**config.mk**
```make
export PLATFORM = sky130hd
export DESIGN_NAME = holdoff_load_pulser
export DESIGN_NICKNAME = d
export VERILOG_FILES = /design/src/rtl/lpg_pkg.sv /design/src/rtl/lpg_edge.sv /design/src/rtl/lpg_holdoff.sv /design/src/rtl/lpg_ctrl.sv /design/src/rtl/holdoff_load_pulser.sv
export SDC_FILE = /design/constraint.sdc
export NUM_CORES = 1
export LEC_CHECK = 0
export CORE_AREA = 2 2 39 41
export CTS_BUF_LIST = sky130_fd_sc_hd__clkbuf_16
export DETAILED_ROUTE_END_ITERATION = 16
export DIE_AREA = 0 0 41 43
export PLACE_DENSITY = 0.46
export SETUP_SLACK_MARGIN = 0.5
export SYNTH_ARGS = -nofsm -noshare
export SYNTH_HDL_FRONTEND = slang
export SYNTH_SLANG_ARGS = --single-unit
```
**constraint.sdc**
```tcl
create_clock -name clk -period 1.4 [get_ports clk]
set_input_delay 0.28 -clock clk [delete_from_list [all_inputs] [get_ports clk]]
set_output_delay 0.28 -clock clk [all_outputs]
set_load 0.05 [all_outputs]
```
**src/rtl/lpg_pkg.sv**
```systemverilog
package lpg_pkg;

    // Sampled level of one input plus its transition strobes for this cycle
    typedef struct packed {
        logic level;
        logic rise;
        logic fall;
    } edge_t;

    // Registered state of the request/strobe controller
    typedef struct packed {
        logic pend;
        logic load;
    } ctrl_t;

    // Counter width able to hold the value 0..hold
    function automatic int unsigned cnt_width(input int unsigned hold);
        return (hold < 2) ? 1 : $clog2(hold + 1);
    endfunction

endpackage

```
**src/rtl/lpg_edge.sv**
```systemverilog
module lpg_edge
    import lpg_pkg::*;
#(
    parameter int unsigned SYNC_STAGES = 0
) (
    input  logic  clk,
    input  logic  rst,
    input  logic  raw_i,
    output edge_t ev_o
);

    logic lvl;

    // Optional synchronizer chain ahead of the edge register
    generate
        if (SYNC_STAGES == 0) begin : g_direct
            assign lvl = raw_i;
        end else begin : g_sync
            logic [SYNC_STAGES-1:0] sh_d, sh_q;

            always_comb begin
                sh_d[0] = raw_i;
                for (int i = 1; i < SYNC_STAGES; i++) begin
                    sh_d[i] = sh_q[i-1];
                end
            end

            always_ff @(posedge clk) begin
                if (rst) sh_q <= '0;
                else     sh_q <= sh_d;
            end

            assign lvl = sh_q[SYNC_STAGES-1];
        end
    endgenerate

    // Previous-cycle copy used for transition detection
    logic prev_d, prev_q;

    always_comb begin
        prev_d = lvl;
    end

    always_ff @(posedge clk) begin
        if (rst) prev_q <= 1'b0;
        else     prev_q <= prev_d;
    end

    always_comb begin
        ev_o.level = lvl;
        ev_o.rise  = lvl & ~prev_q;
        ev_o.fall  = ~lvl & prev_q;
    end

    // a rise strobe never lasts two cycles in a row
    assert_rise_single_R2: assert property (@(posedge clk) disable iff (rst)
        ev_o.rise |=> !ev_o.rise);

endmodule

```
**src/rtl/lpg_holdoff.sv**
```systemverilog
module lpg_holdoff
    import lpg_pkg::*;
#(
    parameter int unsigned HOLD = 4
) (
    input  logic clk,
    input  logic rst,
    input  logic restart_i,
    output logic expired_o
);

    localparam int unsigned CW = cnt_width(HOLD);
    localparam logic [CW-1:0] LIMIT = CW'(HOLD);

    logic [CW-1:0] cnt_d, cnt_q;

    always_comb begin
        if (restart_i) begin
            cnt_d = '0;
        end else if (cnt_q < LIMIT) begin
            cnt_d = cnt_q + 1'b1;
        end else begin
            cnt_d = cnt_q;
        end
    end

    always_ff @(posedge clk) begin
        if (rst) cnt_q <= '0;
        else     cnt_q <= cnt_d;
    end

    assign expired_o = (cnt_q >= LIMIT);

    // counter never passes the hold-off value
    assert_saturate_R9: assert property (@(posedge clk) disable iff (rst)
        cnt_q <= LIMIT);

    // once expired, stays expired until the next restart
    assert_hold_expired_R9: assert property (@(posedge clk) disable iff (rst)
        (expired_o && !restart_i) |=> expired_o);

    // a restart always re-arms the hold-off
    assert_restart_R5: assert property (@(posedge clk) disable iff (rst)
        restart_i |=> !expired_o);

endmodule

```
**src/rtl/lpg_ctrl.sv**
```systemverilog
module lpg_ctrl
    import lpg_pkg::*;
(
    input  logic  clk,
    input  logic  rst,
    input  edge_t done_ev_i,
    input  edge_t lv_ev_i,
    input  logic  done_ok_i,
    input  logic  lv_ok_i,
    output logic  load_o,
    output logic  pend_o
);

    ctrl_t st_d, st_q;
    logic  fire;

    always_comb begin
        // A line-valid fall in this very cycle restarts its hold-off: block it
        fire = st_q.pend & done_ev_i.level & ~lv_ev_i.level
             & done_ok_i & lv_ok_i & ~lv_ev_i.fall;

        st_d = st_q;
        st_d.load = fire;
        if (done_ev_i.rise) begin
            st_d.pend = 1'b1;
        end else if (done_ev_i.fall || fire) begin
            st_d.pend = 1'b0;
        end
    end

    always_ff @(posedge clk) begin
        if (rst) st_q <= '0;
        else     st_q <= st_d;
    end

    assign load_o = st_q.load;
    assign pend_o = st_q.pend;

    // strobe is exactly one cycle wide
    assert_one_cycle_R4: assert property (@(posedge clk) disable iff (rst)
        st_q.load |=> !st_q.load);

    // issuing the strobe leaves no request pending
    assert_clear_pend_R4: assert property (@(posedge clk) disable iff (rst)
        st_q.load |-> !st_q.pend);

endmodule

```
**src/rtl/holdoff_load_pulser.sv**
```systemverilog
module holdoff_load_pulser
    import lpg_pkg::*;
#(
    parameter int unsigned HOLD        = 4,
    parameter int unsigned SYNC_STAGES = 0
) (
    input  logic clk,
    input  logic rst,
    input  logic conv_done_i,
    input  logic line_valid_i,
    output logic load_o
);

    edge_t done_ev, lv_ev;
    logic  done_ok, lv_ok, pend;

    lpg_edge #(.SYNC_STAGES(SYNC_STAGES)) u_done_edge (
        .clk   (clk),
        .rst   (rst),
        .raw_i (conv_done_i),
        .ev_o  (done_ev)
    );

    lpg_edge #(.SYNC_STAGES(SYNC_STAGES)) u_lv_edge (
        .clk   (clk),
        .rst   (rst),
        .raw_i (line_valid_i),
        .ev_o  (lv_ev)
    );

    // Conversion hold-off restarts on both directions
    lpg_holdoff #(.HOLD(HOLD)) u_done_hold (
        .clk       (clk),
        .rst       (rst),
        .restart_i (done_ev.rise | done_ev.fall),
        .expired_o (done_ok)
    );

    // Line-valid hold-off restarts on both directions
    lpg_holdoff #(.HOLD(HOLD)) u_lv_hold (
        .clk       (clk),
        .rst       (rst),
        .restart_i (lv_ev.rise | lv_ev.fall),
        .expired_o (lv_ok)
    );

    lpg_ctrl u_ctrl (
        .clk       (clk),
        .rst       (rst),
        .done_ev_i (done_ev),
        .lv_ev_i   (lv_ev),
        .done_ok_i (done_ok),
        .lv_ok_i   (lv_ok),
        .load_o    (load_o),
        .pend_o    (pend)
    );

    // a strobe follows only a cycle with line-valid low
    assert_lv_low_R6: assert property (@(posedge clk) disable iff (rst)
        load_o |-> $past(!lv_ev.level));

    // a strobe follows only a cycle with conversion-complete high
    assert_done_high_R3: assert property (@(posedge clk) disable iff (rst)
        load_o |-> $past(done_ev.level));

    // a conversion-complete fall cancels any strobe in the next cycle
    assert_cancel_R7: assert property (@(posedge clk) disable iff (rst)
        done_ev.fall |=> (!load_o && !pend));

    // no strobe right after a line-valid transition
    assert_lv_restart_R5: assert property (@(posedge clk) disable iff (rst)
        (lv_ev.rise || lv_ev.fall) |=> !load_o);

endmodule

```
## Yosys cells after proc, flatten, opt, wreduce, memory -nomap -nowiden

Cells that the tools add are included.
Widths: inputs -> output; s select.

- Add/subtract/negate cells: 2
- Order comparisons: 4
- Muxes and demuxes: 2
- Bitwise logic cells: 16
- Reduce and logical (&&, ||, !) cells: 4

Operators with widths:

| cell | number |
|---|---|
| $and 1x1->1 | 9 |
| $add 3x1->3 const B | 2 |
| $ge 3x3->1 const B | 2 |
| $lt 3x3->1 const B | 2 |
| $not 1->1 | 5 |
| $reduce_or 2->1 | 2 |
| $mux 1 | 2 |
| $or 1x1->1 | 2 |
| $reduce_bool 2->1 | 1 |
| $logic_or 1x1->1 | 1 |

- Register bits: 10
- Output and inout bits: 1
- Logic and storage cells: 34

## Longest topological paths before layout

- Depth in word-level cells: 8
- Mapped depth: 4
- Gate-level depth less buffers: 4

## Cells and area by module

A second synthesis with hierarchy kept.

- Cell total of the unflattened synthesis: 48
- Area total of the unflattened synthesis: 462.9 um2

Modules (own cells, without submodules):

| module | instances | cells an instance | area each (um2) |
|---|---|---|---|
| lpg_holdoff | 2 | 14 | 138.9 |
| lpg_edge | 2 | 5 | 46.3 |
| lpg_ctrl | 1 | 8 | 80.1 |
| holdoff_load_pulser | 1 | 2 | 12.5 |

## Least setup slack after synthesis

Ideal clock, no wire load.

- Kind: register to register
- From: register u_done_edge.prev_q
- To: register u_ctrl.st_q, in the netlist u_ctrl.pend_o
- Library setup time: 119 ps
- Arrival time: 1081 ps
- Path slack: 200 ps
- Cell stages (with the launch flop): 5
- Clock period less this slack: 1200 ps
- Cell sequence: dfxtp_1 -> inv_1 -> ha_1 -> or3_1 -> o221a_1

RTL lines:

| what | RTL line | text |
|---|---|---|
| start: declaration | lpg_edge.sv:38 | `logic prev_d, prev_q;` |
| start signal: assignment | lpg_edge.sv:46 | `else prev_q <= prev_d;` |
| end signal: assignment | lpg_ctrl.sv:33 | `else st_q <= st_d;` |
| end: declaration | lpg_ctrl.sv:14 | `ctrl_t st_d, st_q;` |

==> impl_metrics.py <==
metrics = {
    "cells_and_area": {
        "finalInstanceArea_um2": 626,
        "nFillCells": 133,
        "multi_input_area_um2": 231,
        "layout_common_cells": "nor2_1, dfxtp_2, dfxtp_1",
        "area_growth_syn_to_layout_pct": 55.8,
        "layout-drive-gt1-share": 0.373,
        "mostFrequentLayoutCell": "nor2_1",
        "num-nets-final": 61,
        "antenna_cells": 0,
        "regArea_um2": 206,
    },
    "global_route": {
        "busiest_layer": "met2",
        "antenna_found_initial": 0,
        "grt_max_degree": 7,
        "use_met3": 0.0471,
        "use_met2": 0.134,
        "grt_pass1_vias": 265,
        "grt_util_met1": 0.0977,
        "grt_first_pass_wirelength_mm": 1.02,
        "grt_overflow": 0,
        "grt_usage": 0.0948,
    },
    "power": {
        "power_density_nw_per_um2": 1410,
        "ir_drop_uv": 530,
        "p_clk_frac": 0.570,
        "switching_power_w": 0.000168,
        "p_seq_frac": 0.355,
        "total_leakage_power_nw": 0.273,
        "combPwrFrac": 0.075,
        "internal_power_w": 0.000713,
        "p_sw_frac": 0.191,
    },
    "drt": {
        "drt_iter0_drc": 1,
        "drt_wl_total_um": 676,
        "first_pass_iters": 2,
        "wire_per_inst_um": 10.1,
        "vias": 293,
        "antenna_left": 0,
        "post-route-drc-count": 0,
        "viasPerCell": 4.37,
    },
    "sta": {
        "tns_ns": 0,
        "slew_headroom": 0.876,
        "min_period_over_period": 0.809,
        "hold_viol_final": 0,
        "grt_setup_unrepaired": "yes",
        "final-setup-viol-count": 0,
        "finalClockSkew_ns": 0.00154,
        "tightestPinTransition_ns": 0.184,
        "max_clock_freq_ghz": 0.883,
        "finalMaxSlewViolations": 0,
        "period_needed_ns": 1.13,
        "fin_ws_ns": 0.267,
    },
    "cts": {
        "cts_htree_levels": 1,
        "cts-buffers-inserted": 3,
        "cts_setup_buffers": 0,
        "cts_tree": "yes",
        "clk_latency_ns": 0.23,
        "clk_pin_slew_worst_paths_ns": 0.04,
        "root_buffer": "clkbuf_16",
        "numClockSinks": 10,
        "cts.path.max_buffers": 2,
        "hold_buffers": 0,
    },
    "die": {
        "initial_core_util": 0.290,
        "die_area_um2": 1760,
        "ioPinCount": 5,
        "coreArea_um2": 1380,
        "num_rows": 14,
        "fp.dieW_um": 41,
        "die_h_um": 43,
    },
    "setup_path": {
        "r2r_slack_ns": 0.27,
        "path_class": "reg2reg",
        "reg2reg_to": "u_ctrl.pend_o$_SDFFE_PP0P_",
        "r2r_start": "u_done_edge.prev_q$_SDFF_PP0_",
        "cp-end-kind": "flop",
        "rr_worst_depth": 4,
        "critPathLaunchType": "flop",
        "critical_path_arrival_ns": 1.26,
        "crit_required_ns": 1.52,
        "worst-path-max-fanout": 2,
    },
    "yosys": {
        "synth_cell_types": 12,
        "yosysSeqAreaShare": 0.498,
        "synth.ff_latch_count": 10,
        "synth_area_leaders": "dfxtp_1, ha_1, nor2_1",
        "syn_inst": 40,
        "synth.avg_cell_area_um2": 10.0,
        "syn_nets": 49,
        "yosys_warnings": 0,
        "syn_area_um2": 402,
        "synth_top_cell_area_share": 0.498,
        "yosys.area.top_type": "dfxtp_1",
    },
    "placement": {
        "hpwlAfterDp_um": 513,
        "placed_area_um2": 498,
        "numPortBuffers": 4,
        "place_congestion": 0.560,
        "pre_cts_ws_ns": -0.259,
    },
    "worst_hold_path": {
        "whs_endpoint": "u_ctrl.load_o$_SDFF_PP0_",
        "worstHoldPathCells": 2,
        "min_from": "line_valid_i",
        "hp-class": "in2reg",
    },
    "status": {
        "status": "complete, no violations",
    },
    "flow_run": {
        "maxCapViolCount": 0,
    },
}
-- worst max-delay path, stage by stage, from the launching register on --
cell and delay, ns:
dfxtp_2 0.33, inv_2 0.04, ha_4 0.15, or3_1 0.30, o221a_1 0.21
-- kinds of logic (layout without fill, tap and decap cells) --
kind of cell / count (synthesis) / in the layout / synth area share
mux: 2 / 2 / 0.0498
compound gates: 1 / 1 / 0.0280
flops: 10 / 10 / 0.498
simple gates: 16 / 16 / 0.187
xor+xnor: 2 / 2 / 0.0436
buf+inv: 4 / 15 / 0.0374
fa+ha+maj: 5 / 5 / 0.156
-- through the flow --
step	power (W)	utilization	cells	hold slack, ns
after global placement	0.000366	0.360	63	0.480
after global routing	0.000918	0.452	67	0.327
after detailed placement	0.000371	0.360	63	0.497
final	0.000881	0.452	67	0.320
after floorplan	0.000344	-	40	0.339
after CTS	0.000891	0.438	67	0.316
-- synthesized netlist by cell type, drive strengths merged --
master and count:
ha 5, inv 4, o221a 1, nor2 10, nor2b 1, xor2 2
nand2b 2, mux2i 2, nor4 1, or3 1, nand4 1, dfxtp 10
-- final cells by class --
class,count,area share
repair buffers,7,0.118
clock buffers,3,0.120
well taps,16,0.0320
flip-flops and latches,10,0.330
multi-input cells,26,0.370
inverters,4,0.0240
clock inverters,1,0.00600
-- power by group through the flow --
| stage | sequential [W] | clock [W] | combinational [W] |
|---|---|---|---|
| after CTS | 0.000312 | 0.000520 | 0.0000596 |
| after global placement | 0.000312 | 0 | 0.0000535 |
| final | 0.000313 | 0.000502 | 0.0000664 |
| after global routing | 0.000314 | 0.000530 | 0.0000742 |
| after floorplan | 0.000312 | 0 | 0.0000324 |
| after detailed placement | 0.000314 | 0 | 0.0000572 |
-- worst max-delay path by stage --
| stage | start | end | slack, ns | cells after the start |
|---|---|---|---|---|
| after global routing | u_done_edge.prev_q$_SDFF_PP0_ | u_ctrl.pend_o$_SDFFE_PP0P_ | 0.22 | 4 |
| after floorplan | u_done_edge.prev_q$_SDFF_PP0_ | u_ctrl.pend_o$_SDFFE_PP0P_ | 0.27 | 4 |
| after detailed placement | line_valid_i | u_ctrl.pend_o$_SDFFE_PP0P_ | -0.26 | 5 |
| final | u_done_edge.prev_q$_SDFF_PP0_ | u_ctrl.pend_o$_SDFFE_PP0P_ | 0.27 | 4 |
| after global placement | line_valid_i | u_ctrl.pend_o$_SDFFE_PP0P_ | -0.25 | 5 |
| after CTS | u_done_edge.prev_q$_SDFF_PP0_ | u_ctrl.pend_o$_SDFFE_PP0P_ | 0.24 | 4 |
-- sequential cells by signal, indices dropped and copies added, names as in the netlist --
signal and cells:
u_ctrl.load_o 1, u_done_edge.prev_q 1, u_ctrl.pend_o 1, u_lv_edge.prev_q 1, u_done_hold.cnt_q 3, u_lv_hold.cnt_q 3
-- what timing repair did --
item,in CTS,in global routing
endpoints found under the setup margin,10,9
gates resized for setup,13,4
pin swaps,3,1
endpoints found under the hold margin,0,0
-- metal layers --
| layer | vias to the layer above | wire length, µm |
|---|---|---|
| li1 | 153 | - |
| met1 | 131 | 328 |
| met2 | 7 | 295 |
| met3 | 2 | 30 |
| met4 | 0 | 21 |
| met5 | - | 0 |
No activity file was read; power rests on OpenSTA's default activity.
